<file path="config.mk">
export PLATFORM = sky130hd
export DESIGN_NAME = spi_xfer_engine
export DESIGN_NICKNAME = d
export VERILOG_FILES = /design/src/rtl/spi_xfer_pkg.sv /design/src/rtl/spi_half_timer.sv /design/src/rtl/spi_xfer_seq.sv /design/src/rtl/spi_shift_core.sv /design/src/rtl/spi_xfer_engine.sv
export SDC_FILE = /design/constraint.sdc
export NUM_CORES = 1
export LEC_CHECK = 0
export CAP_MARGIN = 20
export CORE_AREA = 2 2 68 70
export CTS_BUF_LIST = sky130_fd_sc_hd__clkbuf_4
export DETAILED_ROUTE_END_ITERATION = 10
export DIE_AREA = 0 0 70 72
export GPL_TIMING_DRIVEN = 0
export PLACE_DENSITY_LB_ADDON = 0.08
export SETUP_SLACK_MARGIN = 0.2
export SLEW_MARGIN = 20
export SYNTH_ARGS = -nofsm -noshare
export SYNTH_HDL_FRONTEND = slang
export SYNTH_HIERARCHICAL = 1
export SYNTH_SLANG_ARGS = --single-unit
</file>
<file path="constraint.sdc">
create_clock -name clk -period 3 [get_ports clk]
set_clock_uncertainty 0.05 [all_clocks]
set_input_delay 0.6 -clock clk [delete_from_list [all_inputs] [get_ports clk]]
set_output_delay 0.6 -clock clk [all_outputs]
set_load 0.03 [all_outputs]
</file>
<file path="src/rtl/spi_xfer_pkg.sv">
package spi_xfer_pkg;

    localparam int BYTE_W  = 8;
    localparam int DIV_W   = 8;
    localparam int N_EDGES = 2 * BYTE_W;

    typedef enum logic [1:0] {
        ST_IDLE  = 2'd0,
        ST_LEAD  = 2'd1,
        ST_EDGE  = 2'd2,
        ST_TRAIL = 2'd3
    } xfer_state_t;

    typedef struct packed {
        logic start;
        logic odd_edge;
        logic even_edge;
        logic finish;
    } xfer_evt_t;

    function automatic logic out_bit(input logic [BYTE_W-1:0] v, input logic lsb_first);
        return lsb_first ? v[0] : v[BYTE_W-1];
    endfunction

    function automatic logic [BYTE_W-1:0] shift_in(input logic [BYTE_W-1:0] v,
                                                   input logic bit_in,
                                                   input logic lsb_first);
        return lsb_first ? {bit_in, v[BYTE_W-1:1]} : {v[BYTE_W-2:0], bit_in};
    endfunction

endpackage

</file>
<file path="src/rtl/spi_half_timer.sv">
module spi_half_timer
    import spi_xfer_pkg::*;
#(
    parameter int DW = DIV_W
) (
    input  logic          clk,
    input  logic          rst,
    input  logic          run,
    input  logic [DW-1:0] limit,
    output logic          tick
);

    logic [DW-1:0] cnt;

    assign tick = run && (cnt == limit - 1'b1);

    always_ff @(posedge clk) begin
        if (rst || !run) begin
            cnt <= '0;
        end else if (tick) begin
            cnt <= '0;
        end else begin
            cnt <= cnt + 1'b1;
        end
    end

    // with a half period above one clock, edges never come back to back
    a_r3_tick_spacing: assert property (@(posedge clk) disable iff (rst)
        (tick && limit > 1) |=> !tick);

endmodule

</file>
<file path="src/rtl/spi_xfer_seq.sv">
module spi_xfer_seq
    import spi_xfer_pkg::*;
#(
    parameter int DW = DIV_W,
    parameter int NE = N_EDGES
) (
    input  logic          clk,
    input  logic          rst,
    input  logic          wr_en,
    input  logic [DW-1:0] half_div,
    output xfer_evt_t     evt,
    output logic          busy,
    output logic          ss_n,
    output logic          sck_tog
);

    localparam int EW = $clog2(NE + 1);

    xfer_state_t   state;
    logic [EW-1:0] edge_cnt;
    logic [DW-1:0] div_q;
    logic          tick;
    logic          run;

    assign run  = (state != ST_IDLE);
    assign busy = run;

    spi_half_timer #(.DW(DW)) u_timer (
        .clk   (clk),
        .rst   (rst),
        .run   (run),
        .limit (div_q),
        .tick  (tick)
    );

    always_comb begin
        evt.start     = (state == ST_IDLE) && wr_en;
        evt.odd_edge  = tick && ((state == ST_LEAD) ||
                                 (state == ST_EDGE && !edge_cnt[0]));
        evt.even_edge = tick && (state == ST_EDGE) && edge_cnt[0];
        evt.finish    = tick && (state == ST_TRAIL);
    end

    always_ff @(posedge clk) begin
        if (rst) begin
            state    <= ST_IDLE;
            edge_cnt <= '0;
            div_q    <= {{(DW-1){1'b0}}, 1'b1};
            ss_n     <= 1'b1;
            sck_tog  <= 1'b0;
        end else begin
            case (state)
                ST_IDLE: begin
                    if (wr_en) begin
                        state    <= ST_LEAD;
                        edge_cnt <= '0;
                        div_q    <= (half_div == '0) ? {{(DW-1){1'b0}}, 1'b1} : half_div;
                        ss_n     <= 1'b0;
                    end
                end
                ST_LEAD: begin
                    if (tick) begin
                        state    <= ST_EDGE;
                        edge_cnt <= EW'(1);
                        sck_tog  <= ~sck_tog;
                    end
                end
                ST_EDGE: begin
                    if (tick) begin
                        edge_cnt <= edge_cnt + 1'b1;
                        sck_tog  <= ~sck_tog;
                        if (edge_cnt == EW'(NE - 1)) begin
                            state <= ST_TRAIL;
                        end
                    end
                end
                default: begin
                    if (tick) begin
                        state <= ST_IDLE;
                        ss_n  <= 1'b1;
                    end
                end
            endcase
        end
    end

    // never more than the full edge count in one transfer
    a_r3_edge_bound: assert property (@(posedge clk) disable iff (rst)
        edge_cnt <= EW'(NE));

    // the clock is back at rest whenever select releases
    a_r3_rest_on_release: assert property (@(posedge clk) disable iff (rst)
        $rose(ss_n) |-> !sck_tog);

    // completion ends busy and releases select together
    a_r7_release: assert property (@(posedge clk) disable iff (rst)
        evt.finish |=> (ss_n && !busy));

endmodule

</file>
<file path="src/rtl/spi_shift_core.sv">
module spi_shift_core
    import spi_xfer_pkg::*;
#(
    parameter int W = BYTE_W
) (
    input  logic         clk,
    input  logic         rst,
    input  logic         load,
    input  logic [W-1:0] load_data,
    input  logic         lsb_first,
    input  logic         odd_edge,
    input  logic         even_edge,
    input  logic         miso,
    output logic         mosi,
    output logic [W-1:0] shreg
);

    logic hold;

    assign mosi = out_bit(shreg, lsb_first);

    always_ff @(posedge clk) begin
        if (rst) begin
            shreg <= '0;
            hold  <= 1'b0;
        end else if (load) begin
            shreg <= load_data;
        end else begin
            if (odd_edge) begin
                hold <= miso;
            end
            if (even_edge) begin
                shreg <= shift_in(shreg, hold, lsb_first);
            end
        end
    end

    // the outgoing bit moves only at a trailing edge or a fresh load
    a_r4_mosi_moves_on_even: assert property (@(posedge clk) disable iff (rst)
        (!$stable(mosi) && $stable(lsb_first) && !$past(load)) |-> $past(even_edge));

endmodule

</file>
<file path="src/rtl/spi_xfer_engine.sv">
module spi_xfer_engine
    import spi_xfer_pkg::*;
#(
    parameter int W  = BYTE_W,
    parameter int DW = DIV_W
) (
    input  logic          clk,
    input  logic          rst,
    input  logic          wr_en,
    input  logic [W-1:0]  wr_data,
    input  logic          cpol,
    input  logic          lsb_first,
    input  logic [DW-1:0] half_div,
    input  logic          miso,
    output logic          sck,
    output logic          mosi,
    output logic          ss_n,
    output logic [W-1:0]  rx_data,
    output logic          busy,
    output logic          done,
    output logic          wcol
);

    xfer_evt_t    evt;
    logic         sck_tog;
    logic [W-1:0] shreg;

    spi_xfer_seq #(.DW(DW), .NE(2 * W)) u_seq (
        .clk      (clk),
        .rst      (rst),
        .wr_en    (wr_en),
        .half_div (half_div),
        .evt      (evt),
        .busy     (busy),
        .ss_n     (ss_n),
        .sck_tog  (sck_tog)
    );

    spi_shift_core #(.W(W)) u_shift (
        .clk       (clk),
        .rst       (rst),
        .load      (evt.start),
        .load_data (wr_data),
        .lsb_first (lsb_first),
        .odd_edge  (evt.odd_edge),
        .even_edge (evt.even_edge),
        .miso      (miso),
        .mosi      (mosi),
        .shreg     (shreg)
    );

    assign sck = cpol ^ sck_tog;

    always_ff @(posedge clk) begin
        if (rst) begin
            rx_data <= '0;
            done    <= 1'b0;
            wcol    <= 1'b0;
        end else begin
            if (evt.start) begin
                done <= 1'b0;
                wcol <= 1'b0;
            end else if (busy && wr_en) begin
                wcol <= 1'b1;
            end
            if (evt.finish) begin
                rx_data <= shreg;
                done    <= 1'b1;
            end
        end
    end

    // serial clock rests at the polarity level while deselected
    a_r1_sck_rest: assert property (@(posedge clk) disable iff (rst)
        ss_n |-> (sck == cpol));

    // the receive buffer changes only as busy falls
    a_r5_rx_hold: assert property (@(posedge clk) disable iff (rst)
        !$stable(rx_data) |-> $fell(busy));

    // a write during a transfer raises the collision flag
    a_r8_collision: assert property (@(posedge clk) disable iff (rst)
        (busy && wr_en) |=> wcol);

    // an idle write selects the slave on the next cycle
    a_r2_select: assert property (@(posedge clk) disable iff (rst)
        (!busy && wr_en) |=> (!ss_n && busy));

endmodule

</file>
After elaboration in Yosys (flattened, before gate mapping)

Cells that the tools add are included.

Bits in registers: 44
Output and inout bits: 14
Word-level logic and storage cells: 75

Add/sub/neg operators: 3
Equal/unequal tests: 9
Mux-type cells: 20
Bitwise logic cells: 4
Reduce and logical (&&, ||, !) cells: 28

Operators with widths:

| kind                | number |
|---|---|
| $mux 8              | 4 |
| $mux 5              | 3 |
| $pmux 5 s3          | 1 |
| $mux 2              | 5 |
| $add 8x1->8 const B | 1 |
| $eq 8x8->1          | 1 |
| $logic_and 1x1->1   | 8 |
| $logic_not 8->1     | 1 |
| $reduce_bool 2->1   | 4 |
| $sub 8x1->8 const B | 1 |
| $pmux 2 s3          | 1 |
| $reduce_and 2->1    | 3 |
| $reduce_or 2->1     | 3 |
| $add 5x1->5 const B | 1 |
| $eq 5x4->1 const B  | 1 |
| $mux 1              | 5 |
| $reduce_and 5->1    | 1 |
| $eq 2x2->1 const B  | 2 |
| $ne 2x1->1 const B  | 2 |
| $ne 2x2->1 const B  | 2 |
| $reduce_and 4->1    | 1 |
| $not 1->1           | 3 |
| $reduce_and 3->1    | 1 |
| $reduce_bool 3->1   | 1 |
| other kinds (6)     | 8 |

Logic depth before layout (Yosys ltp)

Word-level depth: 7
Gate-level depth with buffers: 13
Depth with buffers taken out: 12

By module

Netlist, hierarchy kept.

Modules (own cells, without submodules):

| module          | times used | cells each | area an instance (um^2) |
|---|---|---|---|
| spi_xfer_seq    | 1          | 106        | 847.1 |
| spi_half_timer  | 1          | 66         | 580.6 |
| spi_shift_core  | 1          | 59         | 535.5 |
| spi_xfer_engine | 1          | 34         | 360.3 |

Worst setup path before layout

Ideal clock, no wire load.

Path kind: reg-to-reg
Start point: register u_seq.state[0]
End point: register u_seq.edge_cnt[3]
Arrival time: 2613 ps
Required time: 2880 ps
Slack: 267 ps
Stages on the path, launching flop included: 11
Buffers on the path: 0
Path through: dfxtp_1 -> inv_1 -> ha_1 -> inv_1 -> o2111ai_1 -> nor4_4 -> and2_1 -> o21bai_2 -> nand3_4 -> or4_1 -> a21oi_1

Word-level cells in the longest chain between the ends: 4

RTL lines:

| what                                  | line                  | RTL |
|---|---|---|
| start, declared                       | spi_xfer_seq.sv:19    | `xfer_state_t state;` |
| start signal, assigned                | spi_xfer_seq.sv:46    | `state <= ST_IDLE;` |
| start signal, assigned                | spi_xfer_seq.sv:55    | `state <= ST_LEAD;` |
| start signal, assigned                | spi_xfer_seq.sv:63    | `state <= ST_EDGE;` |
| $reduce_bool 2->1 (*)                 | spi_xfer_seq.sv:25    | `assign run = (state != ST_IDLE);` |
| via busy                              | spi_xfer_engine.sv:19 | `output logic busy,` |
| $logic_and 1x1->1 (*)                 | spi_half_timer.sv:15  | `assign tick = run && (cnt == limit - 1'b1);` |
| via u_seq.tick                        | spi_xfer_seq.sv:22    | `logic tick;` |
| $ne 2x1->1 (no source line)           | n/a                   |  |
| $reduce_and 4->1 (no source line) (*) | n/a                   |  |
| end signal, assigned                  | spi_xfer_seq.sv:70    | `edge_cnt <= edge_cnt + 1'b1;` |
| end, declared                         | spi_xfer_seq.sv:20    | `logic [EW-1:0] edge_cnt;` |

The timed path passes the listed nets; every way through them passes the cells marked *.
A chain may end at the register's enable or synchronous reset.

==> summary.txt <==
DP Area - 0.00273 mm2
Syn. warnings - 6
most frequent cell after synthesis - dfxtp_1
Sequential Power Share - 39.3%
Die Height - 72 um
Layout fillers - 381
Crit Path Max Fanout - 10
Die Wd - 70 um
vias in the first global route - 1,834
Skew-Pair Late Insertion Delay - 370 ps
minimum hold slack - 422 ps
relative slew slack - 70.5%
CTS tree - done
Worst-path clk slew - 130 ps
final critical-path share of the clock period - 87.8%
Switching Share - 40.2%
count of input and output buffers - 34
Gate Count Post-Synth - 265
routed vias/inst - 5.44
final worst path period need - 2630 ps
worst r2r path cells - 13
grt total ovfl - 0
CTS sink cnt - 44
Synth top cells by count - dfxtp_1, nand2_1, nor2_1, a21oi_1, mux2i_1
switching power total - 768 uW
final setup violation count - 0
Gate power share - 46.0%
Yosys top cell area share - 37.9%
ys async rst share - 0%
WS Path Type - reg2reg
# nets final - 340
RSZ-0062 raised after global routing - false
Hold Crit Class - reg2reg
root buffer cell - clkbuf_4
# IOs - 36
Clock power frac - 14.7%
hold_sp - u_seq/edge_cnt[4]
Final Wtd Congestion - 0.782
largest net degree at the start of global routing - 14
H-tree Lvls - 2
crit path DAT - 2900 ps
register area share after synthesis - 37.9%
die area - 0.00504 mm2
final setup TNS - 0 ps
final core area utilization - 66.2%
Post-synth EDFFs - 0
Post-Syn Area - 0.00232 mm2
vias - 1,973
Synth Register Bits - 44
worst vdd ir - 0.398 mV
placed cell count - 351
actual slew at the worst max-slew pin - 442 ps
total core area - 0.00426 mm2
Routed Antenna Nets - 0
Critical Path Source Type - flip-flop
cells taking the most area after synthesis - dfxtp_1, mux2i_1, a21oi_1
CP Launch Point - u_seq/div_q[0]
WHS Path Cells - 2
FMAX - 380 MHz
Yosys top cell by area - dfxtp_1
P_int - 1140 uW
final number of hold-violating endpoints - 0
GRT Resource Usage Total - 20.1%
layout cells sized above 1 - 11.3%
count of final max-slew check failures - 0
dominant synthesized flop cell - dfxtp_1
Post-route DRC - 0
final wirelength - 4850 um
initial antenna violation count - 0
CP endpoint kind - flip-flop
RR Startpoint - u_seq/div_q[0]
Starting DRT DRC Count - 77
Initial Utilization - 54.5%
Max-cap violations - 0
hpwl dp - 3500 um
status - completed
number of diodes - 0
WL per Instance - 13.3 um
CP required - 3260 ps
CTS max path bufs - 2
Yosys cell types - 42
Layout Cells excl Fill - 363
Hold Buf Count CTS - 0
Synth Area per Inst - 8.77 um2
syn_nets - 295
TritonCTS buffer count - 5
Pre-antenna DRT Iters - 4
PD cells - 677 mW/mm2
area grow syn2layout - 21.4%
Site Rows - 24
post-layout instance area - 0.00282 mm2
P_leak - 0.00106 uW
first-pass GRT wire length - 8180 um
## timing repair
action,4_1_cts,5_1_grt
pin swaps,1,2
gates resized for setup,5,3
setup endpoints to repair,24,11
cloned,0,0
setup buffers,2,2
## power groups by stage
stage                     registers (uW)  logic [uW]  clock network [uW]
after global placement               758         818                   0
after detailed placement             760         825                   0
final                                750         879                 281
after floorplan                      754         613                   0
after CTS                            747         858                 292
after global routing                 766         964                 310
## layout make-up
cell class | count | area, um2 | area share, %
inverters | 13 | 48.8 | 1.73
flip-flops and latches | 44 | 887 | 31.4
plain buffers | 11 | 106 | 3.77
multi-input cells | 197 | 1290 | 45.8
clock inverters | 3 | 13.8 | 0.488
clock buffers | 5 | 37.5 | 1.33
well taps | 52 | 65.1 | 2.31
repair buffers | 38 | 370 | 13.1
## worst max-delay path, stage by stage, from the launching register on
cell	delay, ps
dfxtp_4	410
inv_1	50
ha_1	300
xnor2_1	130
a21oi_1	110
o2111ai_1	180
nor4_4	210
and2_4	220
and3_2	180
buf_4	140
buf_4	170
nor2_1	50
a211o_1	260
a21oi_1	130
## placed cells by master, fill, tap and decap left out, types with 5 or more instances in the layout
cell type,count
clkbuf_4,5
nand2_1,32
xnor2_1,11
nor3_1,5
xor2_1,8
ha_1,8
mux2i_1,18
dfxtp_1,41
a211oi_1,10
inv_1,11
nor2_1,28
o21ai_0,5
a21oi_1,25
buf_4,8
a211o_1,8
nand2b_1,6
clkdlybuf4s50_1,34
## sequential cells by signal, summed over array words and instances, names as in the netlist
register           count
rx_data                8
u_seq/div_q            8
u_seq/u_timer/cnt      8
u_shift/shreg          8
u_seq/edge_cnt         5
u_seq/state            2
done                   1
u_seq/sck_tog          1
u_seq/ss_n             1
u_shift/hold           1
wcol                   1
## final timing paths
| check | to | slack, ps |
|---|---|---|
| worst max-delay path | u_shift/shreg[0] | 370 |
| worst min-delay path | u_seq/edge_cnt[4] | 420 |
| worst max register to register | u_shift/shreg[0] | 370 |
| worst min register to register | u_seq/edge_cnt[4] | 420 |
## cell families after synthesis
| kind of cell | Yosys count | share of synthesized area, % |
|---|---|---|
| mux | 19 | 8.24 |
| compound gates | 54 | 15.0 |
| buf+inv | 24 | 6.68 |
| fa+ha+maj | 8 | 4.31 |
| simple gates | 97 | 20.7 |
| flops | 44 | 37.9 |
| xor+xnor | 19 | 7.16 |
## layer usage
metal  wire (um)  GRT usage (%)  vias to the layer above
met1        2270           26.6                      920
met4          97           8.33                        0
met2        2300           33.1                       42
met3         185           3.06                        9
li1            -              -                     1002
met5           0              0                        -
## through the flow
step	setup WS, ps	total power, uW
final	367	1910
after CTS	200	1900
after detailed placement	-127	1580
after global placement	-103	1580
after global routing	205	2040
after floorplan	267	1370
Power figures use the tool's default switching activity.
